`config.mk`:
```
export PLATFORM = sky130hd
export DESIGN_NAME = usb_ep_bytebuf
export DESIGN_NICKNAME = d
export VERILOG_FILES = /design/src/rtl/usb_ep_bytebuf.sv
export SDC_FILE = /design/constraint.sdc
export NUM_CORES = 2
export LEC_CHECK = 0
export ABC_AREA = 1
export CAP_MARGIN = 0
export CELL_PAD_IN_SITES_DETAIL_PLACEMENT = 2
export CELL_PAD_IN_SITES_GLOBAL_PLACEMENT = 2
export CORE_UTILIZATION = 25
export DETAILED_ROUTE_END_ITERATION = 10
export PLACE_DENSITY_LB_ADDON = 0.08
export RECOVER_POWER = 100
export SYNTH_ARGS = -nofsm -noshare
export SYNTH_HDL_FRONTEND = slang
export SYNTH_SLANG_ARGS = --single-unit
```
`constraint.sdc`:
```
create_clock -name clk -period 3.7 [get_ports clk]
set_clock_uncertainty 0.15 [all_clocks]
set_input_delay 0.37 -clock clk [delete_from_list [all_inputs] [get_ports clk]]
set_output_delay 0.37 -clock clk [all_outputs]
set_load 0.02 [all_outputs]
```
`src/rtl/usb_ep_bytebuf.sv`:
```
module usb_ep_bytebuf #(
  parameter int PAYLOAD   = 64,
  parameter int CRC_BYTES = 2,
  localparam int IW = $clog2(PAYLOAD + 1)
) (
  input  logic          clk,
  input  logic          rst_n,
  input  logic [3:0]    reg_addr,
  input  logic          reg_we,
  input  logic [7:0]    reg_wdata,
  output logic [7:0]    reg_rdata,
  input  logic          rx_start,
  input  logic          rx_setup,
  input  logic [3:0]    rx_ep,
  input  logic          rx_valid,
  input  logic [7:0]    rx_data,
  input  logic          rx_eop,
  output logic          rx_nak,
  input  logic          in_pop,
  input  logic          in_done,
  output logic          in_go,
  output logic [3:0]    in_ep,
  output logic [IW-1:0] in_len,
  output logic [7:0]    in_byte,
  output logic          pullup_en
);
  localparam int RX_DEPTH = PAYLOAD + CRC_BYTES;
  localparam int CW  = $clog2(RX_DEPTH + 1);
  localparam int RAW = $clog2(RX_DEPTH);
  localparam int IAW = $clog2(PAYLOAD);
  localparam logic [3:0] A_SU_STAT = 4'd0, A_SU_DATA = 4'd1, A_SU_CTRL = 4'd2;
  localparam logic [3:0] A_OU_STAT = 4'd3, A_OU_DATA = 4'd4, A_OU_CTRL = 4'd5;
  localparam logic [3:0] A_IN_STAT = 4'd6, A_IN_DATA = 4'd7, A_IN_EP = 4'd8;
  localparam logic [3:0] A_EN_O0 = 4'd9, A_EN_O1 = 4'd10, A_EN_I0 = 4'd11;
  localparam logic [3:0] A_EN_I1 = 4'd12, A_PULL = 4'd13;

  logic [7:0]    rxm [2][RX_DEPTH];
  logic [CW-1:0] rlen [2];
  logic [CW-1:0] rptr [2];
  logic [7:0]    rd_byte [2];
  logic [1:0]    ovf, pop, clr_ovf, pend;
  logic [CW-1:0] fill;
  logic          tgt_on, tgt, pkt_ovf, out_rx_en;
  logic [3:0]    tgt_ep, out_ep_q;
  logic [7:0]    en_o0, en_o1, en_i0, en_i1;
  logic          pull;
  logic [7:0]    inm [PAYLOAD];
  logic [IW-1:0] icnt, irdp;
  logic          iarm;
  logic [3:0]    iep;

  wire wr_su_ctrl = reg_we && reg_addr == A_SU_CTRL;
  wire wr_ou_ctrl = reg_we && reg_addr == A_OU_CTRL;
  wire wr_in_data = reg_we && reg_addr == A_IN_DATA && !iarm && icnt != IW'(PAYLOAD);
  wire wr_in_ep   = reg_we && reg_addr == A_IN_EP && !iarm;
  wire rx_byte    = tgt_on && rx_valid && !rx_start;
  wire out_en_bit = rx_ep[3] ? en_o1[rx_ep[2:0]] : en_o0[rx_ep[2:0]];
  wire in_en_bit  = iep[3] ? en_i1[iep[2:0]] : en_i0[iep[2:0]];
  wire out_ok     = out_rx_en && rlen[1] == '0 && out_en_bit;
  wire setup_ok   = rlen[0] == '0;

  assign pop     = {wr_ou_ctrl && reg_wdata[0], wr_su_ctrl && reg_wdata[0]};
  assign clr_ovf = {reg_we && reg_addr == A_OU_STAT, reg_we && reg_addr == A_SU_STAT};
  assign rx_nak  = !rx_setup && !out_ok;

  always_comb
    for (int g = 0; g < 2; g++) begin
      pend[g]    = rlen[g] != '0;
      rd_byte[g] = pend[g] ? rxm[g][rptr[g][RAW-1:0]] : 8'h00;
    end

  always_ff @(posedge clk)
    if (rx_byte && fill != CW'(RX_DEPTH)) rxm[tgt][fill[RAW-1:0]] <= rx_data;

  always_ff @(posedge clk) begin
    if (!rst_n) begin
      tgt_on <= 1'b0; tgt <= 1'b0; tgt_ep <= '0; fill <= '0; pkt_ovf <= 1'b0;
      out_rx_en <= 1'b0; out_ep_q <= '0; ovf <= '0;
      for (int g = 0; g < 2; g++) begin rlen[g] <= '0; rptr[g] <= '0; end
    end else begin
      for (int g = 0; g < 2; g++) begin
        if (pop[g] && pend[g]) begin
          if (rptr[g] + 1'b1 == rlen[g]) begin rptr[g] <= '0; rlen[g] <= '0; end
          else rptr[g] <= rptr[g] + 1'b1;
        end
        if (clr_ovf[g]) ovf[g] <= 1'b0;
      end
      if (wr_ou_ctrl && reg_wdata[1]) out_rx_en <= 1'b1;
      if (rx_start) begin
        tgt_on <= rx_setup ? setup_ok : out_ok;
        tgt <= !rx_setup; tgt_ep <= rx_ep; fill <= '0; pkt_ovf <= 1'b0;
      end else if (rx_byte) begin
        if (fill == CW'(RX_DEPTH)) pkt_ovf <= 1'b1;
        else fill <= fill + 1'b1;
      end else if (tgt_on && rx_eop) begin
        tgt_on <= 1'b0;
        if (pkt_ovf) ovf[tgt] <= 1'b1;
        else begin
          rlen[tgt] <= fill; rptr[tgt] <= '0;
          if (tgt) begin out_rx_en <= 1'b0; out_ep_q <= tgt_ep; end
        end
      end
    end
  end

  always_ff @(posedge clk)
    if (wr_in_data) inm[icnt[IAW-1:0]] <= reg_wdata;

  always_ff @(posedge clk) begin
    if (!rst_n) begin
      iarm <= 1'b0; icnt <= '0; irdp <= '0; iep <= '0;
    end else if (in_done && iarm) begin
      iarm <= 1'b0; icnt <= '0; irdp <= '0;
    end else begin
      if (wr_in_data) icnt <= icnt + 1'b1;
      if (wr_in_ep) begin iarm <= 1'b1; iep <= reg_wdata[3:0]; end
      if (in_pop && iarm && irdp != icnt) irdp <= irdp + 1'b1;
    end
  end

  always_ff @(posedge clk) begin
    if (!rst_n) begin
      en_o0 <= '0; en_o1 <= '0; en_i0 <= '0; en_i1 <= '0; pull <= 1'b0;
    end else if (reg_we) begin
      case (reg_addr)
        A_EN_O0: en_o0 <= reg_wdata;
        A_EN_O1: en_o1 <= reg_wdata;
        A_EN_I0: en_i0 <= reg_wdata;
        A_EN_I1: en_i1 <= reg_wdata;
        A_PULL:  pull  <= reg_wdata[0];
        default: ;
      endcase
    end
  end

  assign in_go     = iarm && in_en_bit;
  assign in_ep     = iep;
  assign in_len    = icnt;
  assign in_byte   = (irdp < icnt) ? inm[irdp[IAW-1:0]] : 8'h00;
  assign pullup_en = pull;

  always_comb begin
    case (reg_addr)
      A_SU_STAT: reg_rdata = {6'b0, ovf[0], pend[0]};
      A_SU_DATA: reg_rdata = rd_byte[0];
      A_OU_STAT: reg_rdata = {out_ep_q, 1'b0, out_rx_en, ovf[1], pend[1]};
      A_OU_DATA: reg_rdata = rd_byte[1];
      A_IN_STAT: reg_rdata = {iep, 3'b0, iarm};
      A_IN_DATA: reg_rdata = 8'(icnt);
      A_EN_O0:   reg_rdata = en_o0;
      A_EN_O1:   reg_rdata = en_o1;
      A_EN_I0:   reg_rdata = en_i0;
      A_EN_I1:   reg_rdata = en_i1;
      A_PULL:    reg_rdata = {7'b0, pull};
      default:   reg_rdata = 8'h00;
    endcase
  end
endmodule

```
# ---- Word level (Yosys, flattened, before mapping)
# Memories as Yosys holds them, arrays and structs flattened. A register that Yosys moved wholly into a read port is not among the register bits.
# Index checks and enable logic that the tools add are counted.
# W data, S select, Z words.
dict set report word_totals {
  regBits 73
  ram_bits 1596
  inputBits 33
  output_inout_bits 30
  word_cells 197
  mem_count 4
}
# memory words width read_ports rd_ports_with_merged_regs wr line_no
set memory_table {}
lappend memory_table {rxm 2 528 2 0 1 37} ;# logic [7:0] rxm [2][RX_DEPTH];
lappend memory_table {inm 64 8 1 1 1 47} ;# logic [7:0] inm [PAYLOAD];
lappend memory_table {rlen 2 7 2 0 3 38} ;# logic [CW-1:0] rlen [2];
lappend memory_table {rptr 2 7 2 0 3 39} ;# logic [CW-1:0] rptr [2];
dict set report op_classes {
  add_sub_neg 5
  n_lt_le_gt_ge 9
  eq_ne 20
  n_mux 77
  bitwise 16
  n_reduce_logical 49
}
# cell n
set op_table {}
lappend op_table {{$mux W528} 1}
lappend op_table {{$bmux W8 S7} 2}
lappend op_table {{$pmux W8 S11} 1}
lappend op_table {{$mux W8} 8}
lappend op_table {{$demux W8 S7} 1}
lappend op_table {{$mux W1} 47}
lappend op_table {{$mux W7} 6}
lappend op_table {{$add A7 B1 Y7 const B} 5}
lappend op_table {{$logic_and A1 B1 Y1} 27}
lappend op_table {{$eq A4 B4 Y1 const B} 6}
lappend op_table {{$ge A8 B8 Y1 const B} 3}
lappend op_table {{$not A7 Y8} 3}
lappend op_table {{$reduce_and A2 Y1} 9}
lappend op_table {{$eq A4 B3 Y1 const B} 4}
lappend op_table {{$eq A7 B7 Y1} 2}
lappend op_table {{$logic_not A7 Y1} 2}
lappend op_table {{$ne A7 B7 Y1 const B} 2}
lappend op_table {{$reduce_bool A7 Y1} 2}
lappend op_table {{$bmux W1 S3} 4}
lappend op_table {{$mux W6} 2}
lappend op_table {{$eq A4 B2 Y1 const B} 2}
lappend op_table {{$lt A3 B4 Y1 const B} 2}
lappend op_table {{$lt A8 B1 Y1 const B} 1}
lappend op_table {{$mux W2} 4}
lappend op_table {{16 further kinds} 30}

# ---- Depth between registers and ports, before layout
dict set report logic_depth {
  word_depth 9
  ltp_mapped 18
  mapped_depth_nobuf 17
}

# ---- Worst setup path before layout
# No wires, ideal clock.
dict set report synth_path {
  path_kind {register to register}
  startpoint {register fill[0]}
  endpoint {memory rxm[0][272] (netlist name), enable pin}
  setup_ps 383
  arrival_time_ps 2280
  t_required_ps 3167
  slack_ps 886
  path_stages_with_launch 13
  path_buffers 1
  period_less_slack_ps 2814
  cell_sequence {dfxtp_1 -> buf_2 -> inv_1 -> ha_1 -> nand2_1 -> nor2_2 -> nor2_4 -> inv_2 -> nor2_2 -> inv_2 -> nor2_4 -> nand3_2 -> nor3_1}
}
dict set report synth_between {
  elab_chain_cells 6
  word_cells_on_any_way 10
  classes_between {order compare: 2; eq/ne: 1; mux: 4; bitwise: 1; reduce/logical: 2}
}
# item line_no
set synth_lines {}
lappend synth_lines {{start, declared} 42} ;# logic [CW-1:0] fill;
lappend synth_lines {{start signal, assigned} 94} ;# else fill <= fill + 1'b1;
lappend synth_lines {{$not A7 Y8 (implied by the code)} 73} ;# if (rx_byte && fill != CW'(RX_DEPTH)) rxm[tgt][fill[RAW-1:0]] <= rx_data;
lappend synth_lines {{$ge A8 B8 Y1 (implied by the code) or $lt A8 B1 Y1 (tied branches)} 73}
lappend synth_lines {{$logic_and A1 B1 Y1 (implied by the code)} 73}
lappend synth_lines {{$mux W8 (implied by the code)} 73}
lappend synth_lines {{$demux W8 S7} 73}
lappend synth_lines {{$mux W528 (implied by the code) (*)} 73}
lappend synth_lines {{end, declared} 37}
# Every way passes the cells marked *; elsewhere a longest branch is shown, timed or not.

==> results by group <==
Outcome
  – Status: complete, but fails checks
  – Failing checks: max-capacitance violations, max-slew violations, negative setup slack

Floorplan
  – Core Rows: 192
  – Core Region: 0.274 sq mm
  – Die width: ~530 um
  – Die Y: 527 um
  – Initial core utilization: about 25%
  – IO Pins: between 60 and 70
  – Die Area: 0.277 sq mm

Global route
  – Met3 usage: 2.19%
  – First-pass GRT wire length: 409000 um
  – Global route hottest layer: met2
  – Global Route met2 Usage: 35.7%
  – Overall Global Routing Usage: 20.5%
  – M1 GR Usage: about 27%
  – Largest net degree at the start of global routing: 81
  – Vias in the first global route: 52872
  – Initial antenna violation count: 13
  – Congestion Overflow GR: 0

Critical path
  – Critical Path Fanout Max: 13
  – CP Buf/Inv Count: 5
  – Largest delay contributor family on the critical path: simple AND/OR/NAND/NOR gates
  – Critical path class: reg2out
  – Data required time of the worst path: 3.18 ns
  – Element type at the critical path end: output port
  – Critical-path top delay cell: o211ai_1
  – Number of stages on the worst setup path: 15
  – R2R Setup Slk: -0.04 ns
  – R2R cell count: 12
  – Worst Setup Start Kind: flip-flop
  – Critical-path cell list: buf_12, inv_16, buf_16, nor2_2, o211ai_1, nand3_1, nand3b_1, nand2_1, nand2_1, nand2_4, nand2_2, nand2_4, nand3_2, buf_6, buf_12
  – CP peak stage delay: between 0.4 and 0.5 ns
  – Crit path DAT: 3.50 ns

Yosys
  – Mapped Cells: between 5000 and 6000
  – FFs w/ async S/R, synth: 0%
  – Syn_nets: between 5000 and 6000
  – Top cells by area, synth: edfxtp_1 (69%), nor2_1 (6.9%), o21ai_0 (5.5%)
  – Synthesized flop and latch total: 1675
  – Post-Syn Area per Cell: 11.7 sq um
  – Area share of the largest cell type after synthesis: between 60% and 70%
  – Synth warn: 0
  – Yosys cell types: 49
  – EDFF count, synth: 1582
  – Post-synth top cells: edfxtp_1 (1582), nor2_1 (1259), o21ai_0 (755)
  – Cell with the most instances after synthesis: edfxtp_1
  – Post-synthesis sequential area ratio: ~72%
  – Post-Syn Area: 0.0688 sq mm
  – Area leader, netlist: edfxtp_1
  – Most used DFF post-synth: edfxtp_1

Power and ir drop
  – Power Total: around 0.046 W
  – Pleak: 29.4 nW
  – Peak VDD IR: 0.000384 V
  – Pwr per Cell Area: 526 mW/mm^2

Drt
  – Initial DRC count: roughly 2700
  – Final antenna-violating net count: 0
  – WL/cell: between 20 and 30 um
  – Total Wirelength: 290000 um
  – Detailed Routing Iterations Pass 1: 5
  – # DRC: 0
  – Via count: 49121
  – Vias/cell: 4.82

Layout
  – Non-Filler Instances: 10191
  – Share of layout cells above drive strength 1: between 10% and 20%
  – Post-layout net count: 6474
  – Area grow syn2layout: 26.4%
  – Fillcell total: slightly below 30000

Place
  – # port buffers: 62
  – Post-detail-place hpwl: 175000 um
  – DP Worst Slack: -0.296 ns
  – GP Congestion: about 0.77
  – Placed instance count: 9646

Clock tree
  – Clock root buffer: clkbuf_16
  – Total CTS buffers: a little over 200
  – Clock Sinks: 1675
  – CTS max path bufs: 4
  – Clock transition at the registers of the reported paths: 0.06 ns
  – CTS tree: done
  – Worst skew pair latency: 0.89 ns
  – H-tree depth: 4

Timing
  – Hold Vio Cnt, Final: 0
  – Setup violators final: 16
  – Max-slew headroom: -88.2%
  – Tcrit/Tclk final: 109%
  – Min Hold Slack: between 0.15 and 0.2 ns
  – RSZ-0062 raised after global routing: true
  – Max Fclk: 0.249 GHz
  – Final slew viol count: 1156
  – Slew @ Worst Pin: about 2.8 ns
  – Setup WS post-layout: -0.323 ns
  – Min Clock Period, post-route: 4.02 ns

Worst hold path
  – Hold path depth: 4
  – Hold crit path type: in2reg

Job
  – Maxcap violations: 23
per-stage QoR:
stage | TNS (ns) | utilization (%) | instance area [sq um]
2_1_floorplan | 0 | - | 68800
3_3_place_gp | -0.546 | 28.0 | 76700
3_5_place_dp | -0.569 | 28.0 | 76700
4_1_cts | -2.46 | 31.7 | 86900
5_1_grt | -23.83 | 31.8 | 87000
6_report | -1.94 | 31.8 | 87000
layout make-up:
class	instances	area, sq um	area share (%)
timing repair buffer	688	7300	8.40
inverter	169	736	0.846
clock inverter	95	801	0.921
antenna	7	17.5	0.0201
timing repair inverter	4	52.6	0.0604
tap	3589	4490	5.16
multi-input combinational	3682	18600	21.4
sequential	1675	49400	56.8
clock buffer	282	5520	6.35
per-layer routing:
layer  share of wire (%)  wire length (um)
met5                   0                 0
met3                 2.7              7690
met4                 2.8              8080
met1                  45            130000
met2                  50            144000
state kept, by name, indices dropped and copies added (netlist names), 8 cells and up, named ones only:
signal and cells:
en_i0 8, inm 512, rlen 14, en_i1 8, en_o1 8, rxm 1056
rptr 14, en_o0 8
path summary, 6_finish.rpt:
| kind | endpoint | startpoint |
|---|---|---|
| max | reg_rdata[7] | rptr[1][0] |
| min | tgt_ep[0] | rx_ep[0] |
| max reg2reg | rxm[0][97] | fill[0] |
| min reg2reg | tgt_ep[1] | tgt_ep[1] |
cell usage in the layout (no fill, tap or decap), types with 15 or more instances in the layout:
cell                n
buf_4             212
buf_12             64
nand3_1           150
nand2_1           605
nor3_1             23
edfxtp_1         1582
o211ai_1          134
buf_6              41
clkbuf_2          108
clkbuf_1          154
clkbuf_4           28
nor2_4             27
nand4_1            22
inv_1             150
clkbuf_16         219
nor2_1           1200
clkdlybuf4s50_1    16
nor2_2             43
o21ai_1           207
nand2_4            15
a21oi_2            17
o22ai_2            42
or2_2              32
o22ai_1           149
clkinv_1           50
dfxtp_1            81
buf_16             54
dlygate4sd3_1      29
nand3_2            58
a21oi_1           126
o21ai_0           622
clkinv_2           22
o21ai_2            38
nand2_2            63
buf_2              15
what timing repair did:
item / CTS / global route
resized for setup: 489 / 250
endpoints found under the hold margin: 665 / 0
buffers inserted: 78 / 20
gates cloned: 48 / 12
endpoints found under the setup margin: 17 / 18
pin swaps: 138 / 119
hold buffers: 16 / 0
logic make-up (layout without fill, tap and decap cells):
kind of cell,Yosys count,count (layout),synth area share (%)
fa+ha+maj,14,14,0.255
xor+xnor,15,15,0.202
other cells,0,7,0
flops,1675,1675,71.8
buf+inv,520,1238,3.38
simple gates,2277,2277,13.4
mux,7,7,0.102
compound gates,1369,1369,10.9
worst min-delay path: cells and delay by family:
kind,cells,cell delay [ns]
buf+inv,2,0.61
simple gates,2,0.16
power breakdown:
group / switching [W] / internal (W) / leakage (nW)
clock: 0.00846 / 0.0110 / 3.05
combinational: 0.00351 / 0.00199 / 11.4
sequential: 0.0000286 / 0.0208 / 15.0
No activity file was read; power rests on OpenSTA's default activity.
